`config.mk`:
```
export PLATFORM = sky130hd
export DESIGN_NAME = bus_cmd_gen
export DESIGN_NICKNAME = d
export VERILOG_FILES = /design/src/rtl/bus_cmd_pkg.sv /design/src/rtl/bcg_status_decoder.sv /design/src/rtl/bcg_cycle_fsm.sv /design/src/rtl/bcg_strobe_gen.sv /design/src/rtl/bus_cmd_gen.sv
export SDC_FILE = /design/constraint.sdc
export NUM_CORES = 1
export LEC_CHECK = 0
export BUFFER_PORTS_ARGS = -buffer_cell sky130_fd_sc_hd__buf_4
export CORE_AREA = 2 2 39 41
export CTS_BUF_LIST = sky130_fd_sc_hd__clkbuf_8 sky130_fd_sc_hd__clkbuf_16
export DETAILED_ROUTE_END_ITERATION = 16
export DIE_AREA = 0 0 41 43
export PLACE_DENSITY = 0.63
export SYNTH_ARGS = -nofsm -noshare
export SYNTH_HDL_FRONTEND = slang
export SYNTH_SLANG_ARGS = --single-unit
```
`constraint.sdc`:
```
create_clock -name clk -period 1.85 [get_ports clk]
set_input_delay 0.2775 -clock clk [delete_from_list [all_inputs] [get_ports clk]]
set_output_delay 0.2775 -clock clk [all_outputs]
set_load 0.03 [all_outputs]
```
`src/rtl/bus_cmd_pkg.sv`:
```
package bus_cmd_pkg;

    localparam int STAT_W = 3;

    typedef logic [STAT_W-1:0] stat_t;

    localparam stat_t ST_INTA    = 3'b000;
    localparam stat_t ST_IO_RD   = 3'b001;
    localparam stat_t ST_IO_WR   = 3'b010;
    localparam stat_t ST_HALT    = 3'b011;
    localparam stat_t ST_FETCH   = 3'b100;
    localparam stat_t ST_MEM_RD  = 3'b101;
    localparam stat_t ST_MEM_WR  = 3'b110;
    localparam stat_t ST_PASSIVE = 3'b111;

    typedef enum logic [2:0] {
        PH_IDLE,
        PH_T1,
        PH_T2,
        PH_TW,
        PH_T4
    } phase_e;

    typedef struct packed {
        logic is_mem;
        logic is_io;
        logic is_rd;
        logic is_wr;
    } kind_t;

    localparam kind_t KIND_NONE = '0;

    function automatic logic stat_active(stat_t s);
        return s != ST_PASSIVE;
    endfunction

    function automatic kind_t decode_kind(stat_t s);
        kind_t k;
        k = KIND_NONE;
        case (s)
            ST_IO_RD:           begin k.is_io = 1'b1;  k.is_rd = 1'b1; end
            ST_IO_WR:           begin k.is_io = 1'b1;  k.is_wr = 1'b1; end
            ST_FETCH, ST_MEM_RD: begin k.is_mem = 1'b1; k.is_rd = 1'b1; end
            ST_MEM_WR:          begin k.is_mem = 1'b1; k.is_wr = 1'b1; end
            default:            k = KIND_NONE;
        endcase
        return k;
    endfunction

    function automatic logic in_strobe_phase(phase_e p);
        return (p == PH_T2) || (p == PH_TW);
    endfunction

endpackage

```
`src/rtl/bcg_status_decoder.sv`:
```
module bcg_status_decoder
    import bus_cmd_pkg::*;
(
    input  stat_t status,
    output logic  active,
    output kind_t kind
);

    always_comb begin
        active = stat_active(status);
        kind   = decode_kind(status);
    end

endmodule

```
`src/rtl/bcg_cycle_fsm.sv`:
```
module bcg_cycle_fsm
    import bus_cmd_pkg::*;
(
    input  logic   clk,
    input  logic   rst,
    input  logic   active,
    input  kind_t  kind_in,
    output phase_e phase_q,
    output phase_e phase_d,
    output kind_t  kind_q,
    output kind_t  kind_d
);

    always_comb begin
        phase_d = phase_q;
        kind_d  = kind_q;
        case (phase_q)
            PH_IDLE, PH_T4: begin
                if (active) begin
                    phase_d = PH_T1;
                    kind_d  = kind_in;
                end else begin
                    phase_d = PH_IDLE;
                    kind_d  = KIND_NONE;
                end
            end
            PH_T1:        phase_d = PH_T2;
            PH_T2, PH_TW: phase_d = active ? PH_TW : PH_T4;
            default: begin
                phase_d = PH_IDLE;
                kind_d  = KIND_NONE;
            end
        endcase
    end

    always_ff @(posedge clk) begin
        if (rst) begin
            phase_q <= PH_IDLE;
            kind_q  <= KIND_NONE;
        end else begin
            phase_q <= phase_d;
            kind_q  <= kind_d;
        end
    end

    // a non-passive code seen while idle or in T4 opens T1 next
    assert_cycle_start_R2: assert property (@(posedge clk) disable iff (rst)
        ((phase_q == PH_IDLE || phase_q == PH_T4) && active) |=> (phase_q == PH_T1));

    // the wait state persists and the latched type does not move
    assert_wait_hold_R6: assert property (@(posedge clk) disable iff (rst)
        (phase_q == PH_TW && active) |=> (phase_q == PH_TW && $stable(kind_q)));

endmodule

```
`src/rtl/bcg_strobe_gen.sv`:
```
module bcg_strobe_gen
    import bus_cmd_pkg::*;
(
    input  logic   clk,
    input  logic   rst,
    input  phase_e phase_q,
    input  phase_e phase_d,
    input  kind_t  kind_q,
    input  kind_t  kind_d,
    output logic   ale,
    output logic   mem_rd_n,
    output logic   mem_wr_n,
    output logic   io_rd_n,
    output logic   io_wr_n
);

    logic ale_rise_q;
    logic ale_fall_q;
    logic mem_wr_q;
    logic io_wr_q;
    logic mem_rd_q;
    logic io_rd_q;

    // rising-edge half: latch enable start and write strobes
    always_ff @(posedge clk) begin
        if (rst) begin
            ale_rise_q <= 1'b0;
            mem_wr_q   <= 1'b0;
            io_wr_q    <= 1'b0;
        end else begin
            ale_rise_q <= (phase_d == PH_T1);
            mem_wr_q   <= in_strobe_phase(phase_d) && kind_d.is_mem && kind_d.is_wr;
            io_wr_q    <= in_strobe_phase(phase_d) && kind_d.is_io  && kind_d.is_wr;
        end
    end

    // falling-edge half: latch enable end and read strobes
    always_ff @(negedge clk) begin
        if (rst) begin
            ale_fall_q <= 1'b0;
            mem_rd_q   <= 1'b0;
            io_rd_q    <= 1'b0;
        end else begin
            ale_fall_q <= (phase_q == PH_T1);
            mem_rd_q   <= in_strobe_phase(phase_q) && kind_q.is_mem && kind_q.is_rd;
            io_rd_q    <= in_strobe_phase(phase_q) && kind_q.is_io  && kind_q.is_rd;
        end
    end

    always_comb begin
        ale      = ale_rise_q && !ale_fall_q;
        mem_rd_n = !mem_rd_q;
        mem_wr_n = !mem_wr_q;
        io_rd_n  = !io_rd_q;
        io_wr_n  = !io_wr_q;
    end

    // never more than one command strobe active
    assert_one_strobe_R5: assert property (@(posedge clk) disable iff (rst)
        $onehot0({mem_rd_q, mem_wr_q, io_rd_q, io_wr_q}));

    // during T4 no write strobe is active
    assert_wr_released_R7: assert property (@(posedge clk) disable iff (rst)
        (phase_q == PH_T4) |-> (!mem_wr_q && !io_wr_q));

    // a reset edge leaves the write strobes inactive
    assert_reset_idle_R1: assert property (@(posedge clk)
        rst |=> (!mem_wr_q && !io_wr_q && !ale_rise_q));

endmodule

```
`src/rtl/bus_cmd_gen.sv`:
```
module bus_cmd_gen
    import bus_cmd_pkg::*;
(
    input  logic              clk,
    input  logic              rst,
    input  logic [STAT_W-1:0] status,
    output logic              ale,
    output logic              mem_rd_n,
    output logic              mem_wr_n,
    output logic              io_rd_n,
    output logic              io_wr_n
);

    logic   active;
    kind_t  kind_in;
    phase_e phase_q;
    phase_e phase_d;
    kind_t  kind_q;
    kind_t  kind_d;

    bcg_status_decoder u_dec (
        .status (status),
        .active (active),
        .kind   (kind_in)
    );

    bcg_cycle_fsm u_fsm (
        .clk     (clk),
        .rst     (rst),
        .active  (active),
        .kind_in (kind_in),
        .phase_q (phase_q),
        .phase_d (phase_d),
        .kind_q  (kind_q),
        .kind_d  (kind_d)
    );

    bcg_strobe_gen u_strb (
        .clk      (clk),
        .rst      (rst),
        .phase_q  (phase_q),
        .phase_d  (phase_d),
        .kind_q   (kind_q),
        .kind_d   (kind_d),
        .ale      (ale),
        .mem_rd_n (mem_rd_n),
        .mem_wr_n (mem_wr_n),
        .io_rd_n  (io_rd_n),
        .io_wr_n  (io_wr_n)
    );

endmodule

```
==> results.cfg, run 1 <==
[status]
status = finished, violations left
violations = negative setup slack

[layout]
post_route_cells_drive_above_1_share_pct = 30.88
design.final.nets = 74
fin_util_pct = 47.56
seq_area_um2 = 262.8
multi_input_area_um2 = 210.2
fin_cells = 84
fin_area_um2 = 658.1
area_delta_synth_final_pct = 30.85
num-fill-cells = 131
diodes = 0

[sta]
holdWs_ns = 0.2367
setup_ws_ns = -0.1962
slew_violations = 0
tns_ns = -0.4451
fin_skew_ns = 0.06696
hold_violations = 0
rsz0062_at_grt = yes
maxSlewHeadroom_pct = 78.97
worstMarginPinSlew_ns = 0.3075
setup_viol = 3

[logic_synthesis]
yosysMostFrequentCell = dfxtp_1
synth_edf_count = 0
yosys_warnings = 0
synthArstFlopShare_pct = 0
synth_top_flop_cell = dfxtp_1
syn_nets = 58
ys_ff_latch = 13
synth_top_area_cell = dfxtp_1
synth_top_area_share_pct = 51.74
synth_compound_area_share_pct = 12.44
syn-cell-area_um2 = 503.0
ys_types = 22
syn_inst = 53
synthTopCellsByArea = dfxtp_1 52%, nor2_1 5.2%, nand3b_1 4.5%
synth-adder-area-share_pct = 0
ys_seq_area_share_pct = 51.74
synth_mux_area_share_pct = 0
yosys.area_share.simple_pct = 27.11
synth_xor_area_share_pct = 1.741
synth_top_family_by_area = simple AND/OR/NAND/NOR gates
syn_area_per_cell_um2 = 9.490
yosys-top-cells-count = 13 x dfxtp_1, 7 x nor2_1, 5 x inv_1

[cts]
cts_tree = done
clkSinkCount = 13
cts_buffer_depth = 2
insertion_delay_ns = 0.31
htree_levels = 1
cts-root-buf = clkbuf_8
path_clk_slew_ns = 0.05
post_cts_buffers = 0
hold_buffers = 0
cts_buffers = 3

[detailed_routing]
detail-route-antenna-nets = 0
drt-initial-drc-count = 16
viasPerCell = 4.988
drc = 0
vias = 419
dr.pass1.iters = 4
routed_wl_um = 938
wl_per_cell_um = 11.17

[critical_path]
cp_slowest_cell = dfxtp_1
critPathKind = reg2out
critical_path.cell_chain = nor2b_2 -> buf_6
crit_arrival_ns = 1.77
cp_slowest_stage_delay_ns = 0.30
crit_fanout = 1
cp-end-kind = primary output
required_ns = 1.57
crit_path_start_kind = flop

[global_route]
grtUsageMet2_pct = 16.25
gr-max-usage-layer = met1
grt_max_degree = 8
grt_pass1_vias = 348
grtUsageMet3_pct = 9.424
gr-usage-all-layers_pct = 13.94
use_met1_pct = 19.34
antenna_found_initial = 0
overflow = 0
grt_pass1_wl_um = 1559

[power_and_ir_drop]
p_sw_uw = 168.4
pwr-share-seq_pct = 46.6
swShare_pct = 25.72
p_comb_share_pct = 11.3
powerDensity_mw_per_mm2 = 994.5
ir_worst_vdd_v = 0.0005298
power_uw = 654.5
clkPwrFrac_pct = 42.1
p_int_uw = 486.1
leakage_nw = 0.2783

[die]
ios = 10
die_w_um = 41
start_util_pct = 36.35
die_h_um = 43
rows = 14
core_area_mm2 = 0.001384
dieArea_mm2 = 0.001763

[place]
postPlaceCellArea_um2 = 591.8
dp_hpwl_um = 666.7
io_buffers = 9
dp_slack_ns = 0.05472
placed_cells = 78
gp_congestion = 0.7669

[worst_hold_path]
hp-class = in2reg

[job]
timing.max_cap.violations = 0
==> final cells by class <==
class | instances | share of cell area (%)
sequential | 13 | 39.92
multi-input combinational | 33 | 31.94
timing repair buffer | 11 | 14.26
clock buffer | 3 | 6.274
tap | 16 | 3.042
clock inverter | 4 | 2.281
inverter | 4 | 2.281
==> cells in the final DEF, fill, tap and decap left out, drive strengths merged, types with 3 or more instances in the layout <==
cell type,instances
buf,11
clkbuf,3
nand3b,3
a21oi,3
nor2,7
inv,7
nand2,3
dfxtp,13
==> registers in the layout, summed over array words and instances, names as in the netlist <==
register           cells
u_strb.mem_wr_q        1
u_strb.ale_rise_q      1
u_strb.mem_rd_q        1
u_fsm.kind_q           4
u_strb.io_wr_q         1
u_strb.io_rd_q         1
u_fsm.phase_q          3
u_strb.ale_fall_q      1
==> cell families after synthesis <==
family	after synthesis
AND/OR/NAND/NOR	24
flip-flops	13
AO/OA/AOI/OAI	8
buffers and inverters	7
XOR/XNOR	1
==> layer usage <==
layer | routed length [um] | up-vias | part of all wire, %
li1 | - | 211 | -
met1 | 445 | 192 | 47
met2 | 403 | 14 | 43
met3 | 78 | 2 | 8.3
met4 | 9 | 0 | 0.96
met5 | 0 | - | 0
==> path summary, 6_finish.rpt <==
check	start	end	slack, ns	depth (start not counted)
max	u_strb.ale_fall_q	ale	-0.20	2
min	rst	u_fsm.kind_q[1]	0.24	2
max reg2reg	u_fsm.phase_q[2]	u_strb.mem_rd_q	0.18	2
min reg2reg	u_fsm.kind_q[0]	u_fsm.kind_q[0]	0.50	2
==> power groups by stage <==
stage,clock [mW],sequential [mW],combinational [mW]
2_1_floorplan,0.0135,0.306,0.0542
3_3_place_gp,0.0135,0.310,0.0737
3_5_place_dp,0.0135,0.310,0.0725
4_1_cts,0.282,0.305,0.0743
5_1_grt,0.298,0.308,0.0821
6_report,0.275,0.305,0.0742
==> worst max-delay path: cells and delay by family, from the launching register on <==
kind,cells,cell delay [ns]
buffers and inverters,1,0.13
DFF,1,0.30
and+or+nand+nor,1,0.11
==> what timing repair did <==
item	4_1_cts	5_1_grt
gates cloned	0	0
setup endpoints to repair	3	3
resized for setup	3	4
pin swaps	0	0
No activity file was read; power rests on OpenSTA's default activity.
==> run 2: changes to the inputs <==
--- a/config.mk
+++ b/config.mk
@@ -11,6 +11,7 @@
 export DETAILED_ROUTE_END_ITERATION = 16
 export DIE_AREA = 0 0 41 43
 export PLACE_DENSITY = 0.63
+export SKIP_CTS_REPAIR_TIMING = 1
 export SYNTH_ARGS = -nofsm -noshare
 export SYNTH_HDL_FRONTEND = slang
 export SYNTH_SLANG_ARGS = --single-unit
==> constraint.sdc (replaced) <==
create_clock -name clk -period 2 [get_ports clk]
set_input_delay 0.3 -clock clk [delete_from_list [all_inputs] [get_ports clk]]
set_output_delay 0.3 -clock clk [all_outputs]
set_load 0.03 [all_outputs]
==> run 2 against run 1 <==
Against the previous run:
- the run still ends with negative setup slack left
- core utilization did not move
- worst hold slack improved by 0.029 ns
- register-to-register slack improved by 0.09 ns
- worst setup slack better by 0.056 ns
- clock-buffer cell count did not move
- non-clock buffer count is the same
- sequential share of layout area did not move
- die area is the same
- final cell count unchanged
- global-route usage increased by 0.29 points
- clock skew grew 0.0059 ns
- critical path type unchanged
- largest cell class unchanged
==> results.cfg, run 2 (same netlist as run 1, synthesis figures left out) <==
[layout]
diodes = 0
area_delta_synth_final_pct = 30.85
post_route_cells_drive_above_1_share_pct = 30.88
num-fill-cells = 145
fin_area_um2 = 658.1
regMostFlops = u_fsm.kind_q
reg.largest.list = u_fsm.kind_q x4, u_fsm.phase_q x3
largest_reg_flops = 4
fin_cells = 84
layout_common_cells = 11 x dfxtp_1, 8 x buf_4, 7 x nor2_1
multi_input_area_um2 = 210.2
design.final.nets = 74
layout_commonest_cell = dfxtp_1
seq_area_um2 = 262.8

[place]
gp_congestion = 0.7679
io_buffers = 9
placed_cells = 78
postPlaceCellArea_um2 = 591.8
dp_hpwl_um = 679.2

[critical_path]
cp-end-kind = primary output
critical_path.cell_chain = nor2b_2 -> buf_6
crit_fanout = 1
cp_slowest_stage_delay_ns = 0.30
critPathKind = reg2out
cp_slowest_cell = dfxtp_1
required_ns = 1.70
crit_path_start_kind = flop
crit_arrival_ns = 1.84

[detailed_routing]
drt-initial-drc-count = 10
vias = 411
routed_wl_um = 926
detail-route-antenna-nets = 0
wl_per_cell_um = 11.02
drc = 0
wl_met1_um = 468
viasPerCell = 4.893
dr.pass1.iters = 2
met2_length_um = 394
top_layer = met4
routed-wl-met3_um = 54

[power_and_ir_drop]
power_uw = 603.6
ir_worst_vdd_v = 0.0005257
powerDensity_mw_per_mm2 = 917.2
leakage_nw = 0.2783

[die]
core_area_mm2 = 0.001384
die_w_um = 41
dieArea_mm2 = 0.001763
start_util_pct = 36.35
ios = 10
rows = 14
die_h_um = 43

[cts]
insertion_delay_ns = 0.31
cts-root-buf = clkbuf_8
cts_buffer_depth = 2
path_clk_slew_ns = 0.05
cts_tree = done
htree_levels = 1
cts_buffers = 3
clkSinkCount = 13

[sta]
fin_skew_ns = 0.07290
slew_violations = 0
worstMarginPinSlew_ns = 0.3120
rsz0062_at_grt = yes
tns_ns = -0.2856
setup_viol = 3
setup_ws_ns = -0.1398
maxSlewHeadroom_pct = 78.66
hold_violations = 0

[global_route]
grt_pass1_vias = 356
grt_max_degree = 8
overflow = 0
antenna_found_initial = 0
gr-usage-all-layers_pct = 14.23
grt_pass1_wl_um = 1580

[job]
timing.max_cap.violations = 0

[status]
status = finished, violations left
violations = negative setup slack

[worst_hold_path]
hp-class = in2reg
[run 2: cell counts in the layout (fill, tap and decap cells not counted)]
Identical to the previous run, type by type.
[run 2: critical path, delay by kind of cell, from the launching register on]
kind | cells | cell delay, ns
and+or+nand+nor | 1 | 0.11
buffers and inverters | 1 | 0.13
DFF | 1 | 0.30
[run 2: through the flow]
stage          worst slack (ns)  hold slack [ns]  util (%)
2_1_floorplan            0.1256           0.3624         -
3_3_place_gp             0.1299           0.4909     42.77
3_5_place_dp             0.1038           0.4943     42.77
4_1_cts                 -0.1584           0.2595     46.56
5_1_grt                 -0.1845           0.2688     47.56
6_report                -0.1398           0.2660     47.56
[run 2: final cells by class]
type | instances | share of cell area [%]
flip-flops and latches | 13 | 39.92
multi-input cells | 33 | 31.94
repair buffers | 11 | 14.26
clock buffers | 3 | 6.274
well taps | 16 | 3.042
clock inverters | 4 | 2.281
inverters | 4 | 2.281
[run 2: power breakdown]
part / total [mW] / switching, mW / internal, mW
Combinational: 0.0687 / 0.0360 / 0.0327
Clock: 0.253 / 0.109 / 0.144
Sequential: 0.282 / 0.00885 / 0.273
Total: 0.604 / 0.154 / 0.450
[run 2: path summary, 6_finish.rpt]
check / startpoint / endpoint / slack, ns / cells after the start
max: u_strb.ale_fall_q / ale / -0.14 / 2
min: rst / u_fsm.kind_q[1] / 0.27 / 2
min reg2reg: u_fsm.kind_q[1] / u_fsm.kind_q[1] / 0.50 / 2
max reg2reg: u_fsm.phase_q[2] / u_strb.mem_rd_q / 0.27 / 2
[run 2: layer usage]
metal,track usage (%),vias to the layer above
li1,-,210
met3,9.424,2
met2,15.94,9
met1,20.59,190
met5,0,-
met4,6.000,0
==> run 3: changes to the inputs <==
--- a/config.mk
+++ b/config.mk
@@ -6,11 +6,11 @@
 export NUM_CORES = 1
 export LEC_CHECK = 0
 export BUFFER_PORTS_ARGS = -buffer_cell sky130_fd_sc_hd__buf_4
-export CORE_AREA = 2 2 39 41
+export CORE_AREA = 3 3 40 42
 export CTS_BUF_LIST = sky130_fd_sc_hd__clkbuf_8 sky130_fd_sc_hd__clkbuf_16
 export DETAILED_ROUTE_END_ITERATION = 16
-export DIE_AREA = 0 0 41 43
-export PLACE_DENSITY = 0.63
+export DIE_AREA = 0 0 43 45
+export PLACE_DENSITY = 0.68
 export SKIP_CTS_REPAIR_TIMING = 1
 export SYNTH_ARGS = -nofsm -noshare
 export SYNTH_HDL_FRONTEND = slang
==> run 3 against run 2 <==
Against the previous run:
- the flow still finishes with violations (negative setup slack)
- clock-buffer cell count is the same
- sequential share of layout area is 0.076 points higher
- combinational power is 1% lower
- die area is 9.8% higher
- power fell by 1.1%
- critical path depth unchanged
- critical endpoint unchanged
- largest cell class unchanged
- largest power group unchanged
- highest routed layer is now met3
==> results.cfg, run 3 (same netlist as run 1, synthesis figures left out) <==
[die]
dieArea_mm2 = 0.001935
start_util_pct = 39.14
die_h_um = 45
ios = 10
core_area_mm2 = 0.001285
die_w_um = 43
rows = 13

[power_and_ir_drop]
leakage_nw = 0.2778
p_comb_share_pct = 11.3
swShare_pct = 24.70
p_sw_uw = 147.5
p_int_uw = 449.6
clkPwrFrac_pct = 41.3
ir_worst_vdd_v = 0.0006956
power_uw = 597.1
powerDensity_mw_per_mm2 = 909.0
pwr-share-seq_pct = 47.4

[critical_path]
crit_path_start_kind = flop
crit_fanout = 1
rr_endpoint = u_strb.mem_rd_q
critical_path.cell_chain = nor2b_2 -> buf_6
cp_slowest_stage_delay_ns = 0.31
required_ns = 1.70
r2r_setup_slack_ns = 0.26
crit_arrival_ns = 1.85
cp_slowest_cell = dfxtp_2
critPathKind = reg2out
cp-end-kind = primary output
timing.critical_path.from = u_strb.ale_fall_q
crit_end = ale
rr_worst_depth = 2
r2r-start = u_fsm.phase_q[2]

[sta]
slew_violations = 0
hold_violations = 0
maxSlewHeadroom_pct = 78.72
fin_skew_ns = 0.06503
worstMarginPinSlew_ns = 0.3111
tns_ns = -0.2738
setup_ws_ns = -0.1492
rsz0062_at_grt = yes
setup_viol = 3

[detailed_routing]
wl_per_cell_um = 10.71
viasPerCell = 4.892
routed_wl_um = 889
drt-initial-drc-count = 3
drc = 0
dr.pass1.iters = 2
detail-route-antenna-nets = 0
vias = 406

[cts]
path_clk_slew_ns = 0.05
cts-root-buf = clkbuf_8
htree_levels = 1
insertion_delay_ns = 0.30
clkSinkCount = 13
cts_buffers = 3
cts_buffer_depth = 2
cts_tree = done

[layout]
largest_reg_flops = 4
layout_commonest_cell = dfxtp_1
post_route_cells_drive_above_1_share_pct = 29.41
layout_common_cells = 11 x dfxtp_1, 8 x buf_4, 7 x nor2_1
regMostFlops = u_fsm.kind_q
design.final.nets = 74
diodes = 0
reg.largest.list = u_fsm.kind_q x4, u_fsm.phase_q x3
area_delta_synth_final_pct = 30.60
num-fill-cells = 131

[job]
timing.max_cap.violations = 0

[global_route]
grt_pass1_vias = 385
gr-usage-all-layers_pct = 11.38
antenna_found_initial = 0
overflow = 0
grt_pass1_wl_um = 1621
grt_max_degree = 8

[place]
dp_slack_ns = 0.09558
dp_hpwl_um = 670.9
io_buffers = 9
gp_congestion = 0.8126

[status]
status = finished, violations left
violations = negative setup slack

[worst_hold_path]
hold_start = rst
hp-class = in2reg
==> run 3: cell count changes in the layout (fill, tap and decap cells not counted) <==
cell   delta
inv_1     +1
inv_2     -1
==> run 3: cell type report <==
class / instances / area, um2 / area share (%)
clock buffers: 3 / 41.29 / 6.286
clock inverters: 4 / 15.01 / 2.286
inverters: 4 / 15.01 / 2.286
multi-input cells: 33 / 210.2 / 32.00
flip-flops and latches: 13 / 262.8 / 40.00
well taps: 15 / 18.77 / 2.857
repair buffers: 11 / 93.84 / 14.29
==> run 3: stage by stage <==
step | hold slack [ns] | instances | area [um2] | util (%)
after floorplan | 0.3624 | 53 | 505.5 | -
after CTS | 0.2644 | 83 | 643.1 | 50.05
after detailed placement | 0.4857 | 77 | 590.6 | 45.96
final | 0.2706 | 83 | 656.9 | 51.12
after global placement | 0.4799 | 77 | 590.6 | 45.96
after global routing | 0.2800 | 83 | 656.9 | 51.12
==> run 3: critical path: cells and delay by family, from the launching register on <==
family,cells,cell delay (ns)
buf+inv,1,0.13
simple gates,1,0.11
flops,1,0.31
==> run 3: worst min path at each step <==
stage,to,slack [ns],depth (start not counted)
after CTS,u_fsm.kind_q[1],0.26,2
after detailed placement,u_fsm.kind_q[0],0.49,2
after global placement,u_fsm.kind_q[0],0.48,2
final,u_fsm.kind_q[1],0.27,2
after floorplan,u_fsm.kind_q[1],0.36,1
after global routing,u_fsm.kind_q[1],0.28,2
==> run 3: power groups by stage <==
stage	Clock, mW	Sequential (mW)	Combinational (mW)
after floorplan	0.0125	0.283	0.0502
after global placement	0.0125	0.287	0.0654
after detailed placement	0.0125	0.287	0.0660
after CTS	0.257	0.283	0.0663
after global routing	0.275	0.284	0.0766
final	0.247	0.283	0.0677
==> run 3: routing by layer <==
metal,routed length [um],GRT usage (%)
met5,0,0
met4,0,3.614
met3,63,5.976
met2,421,17.37
met1,404,13.94
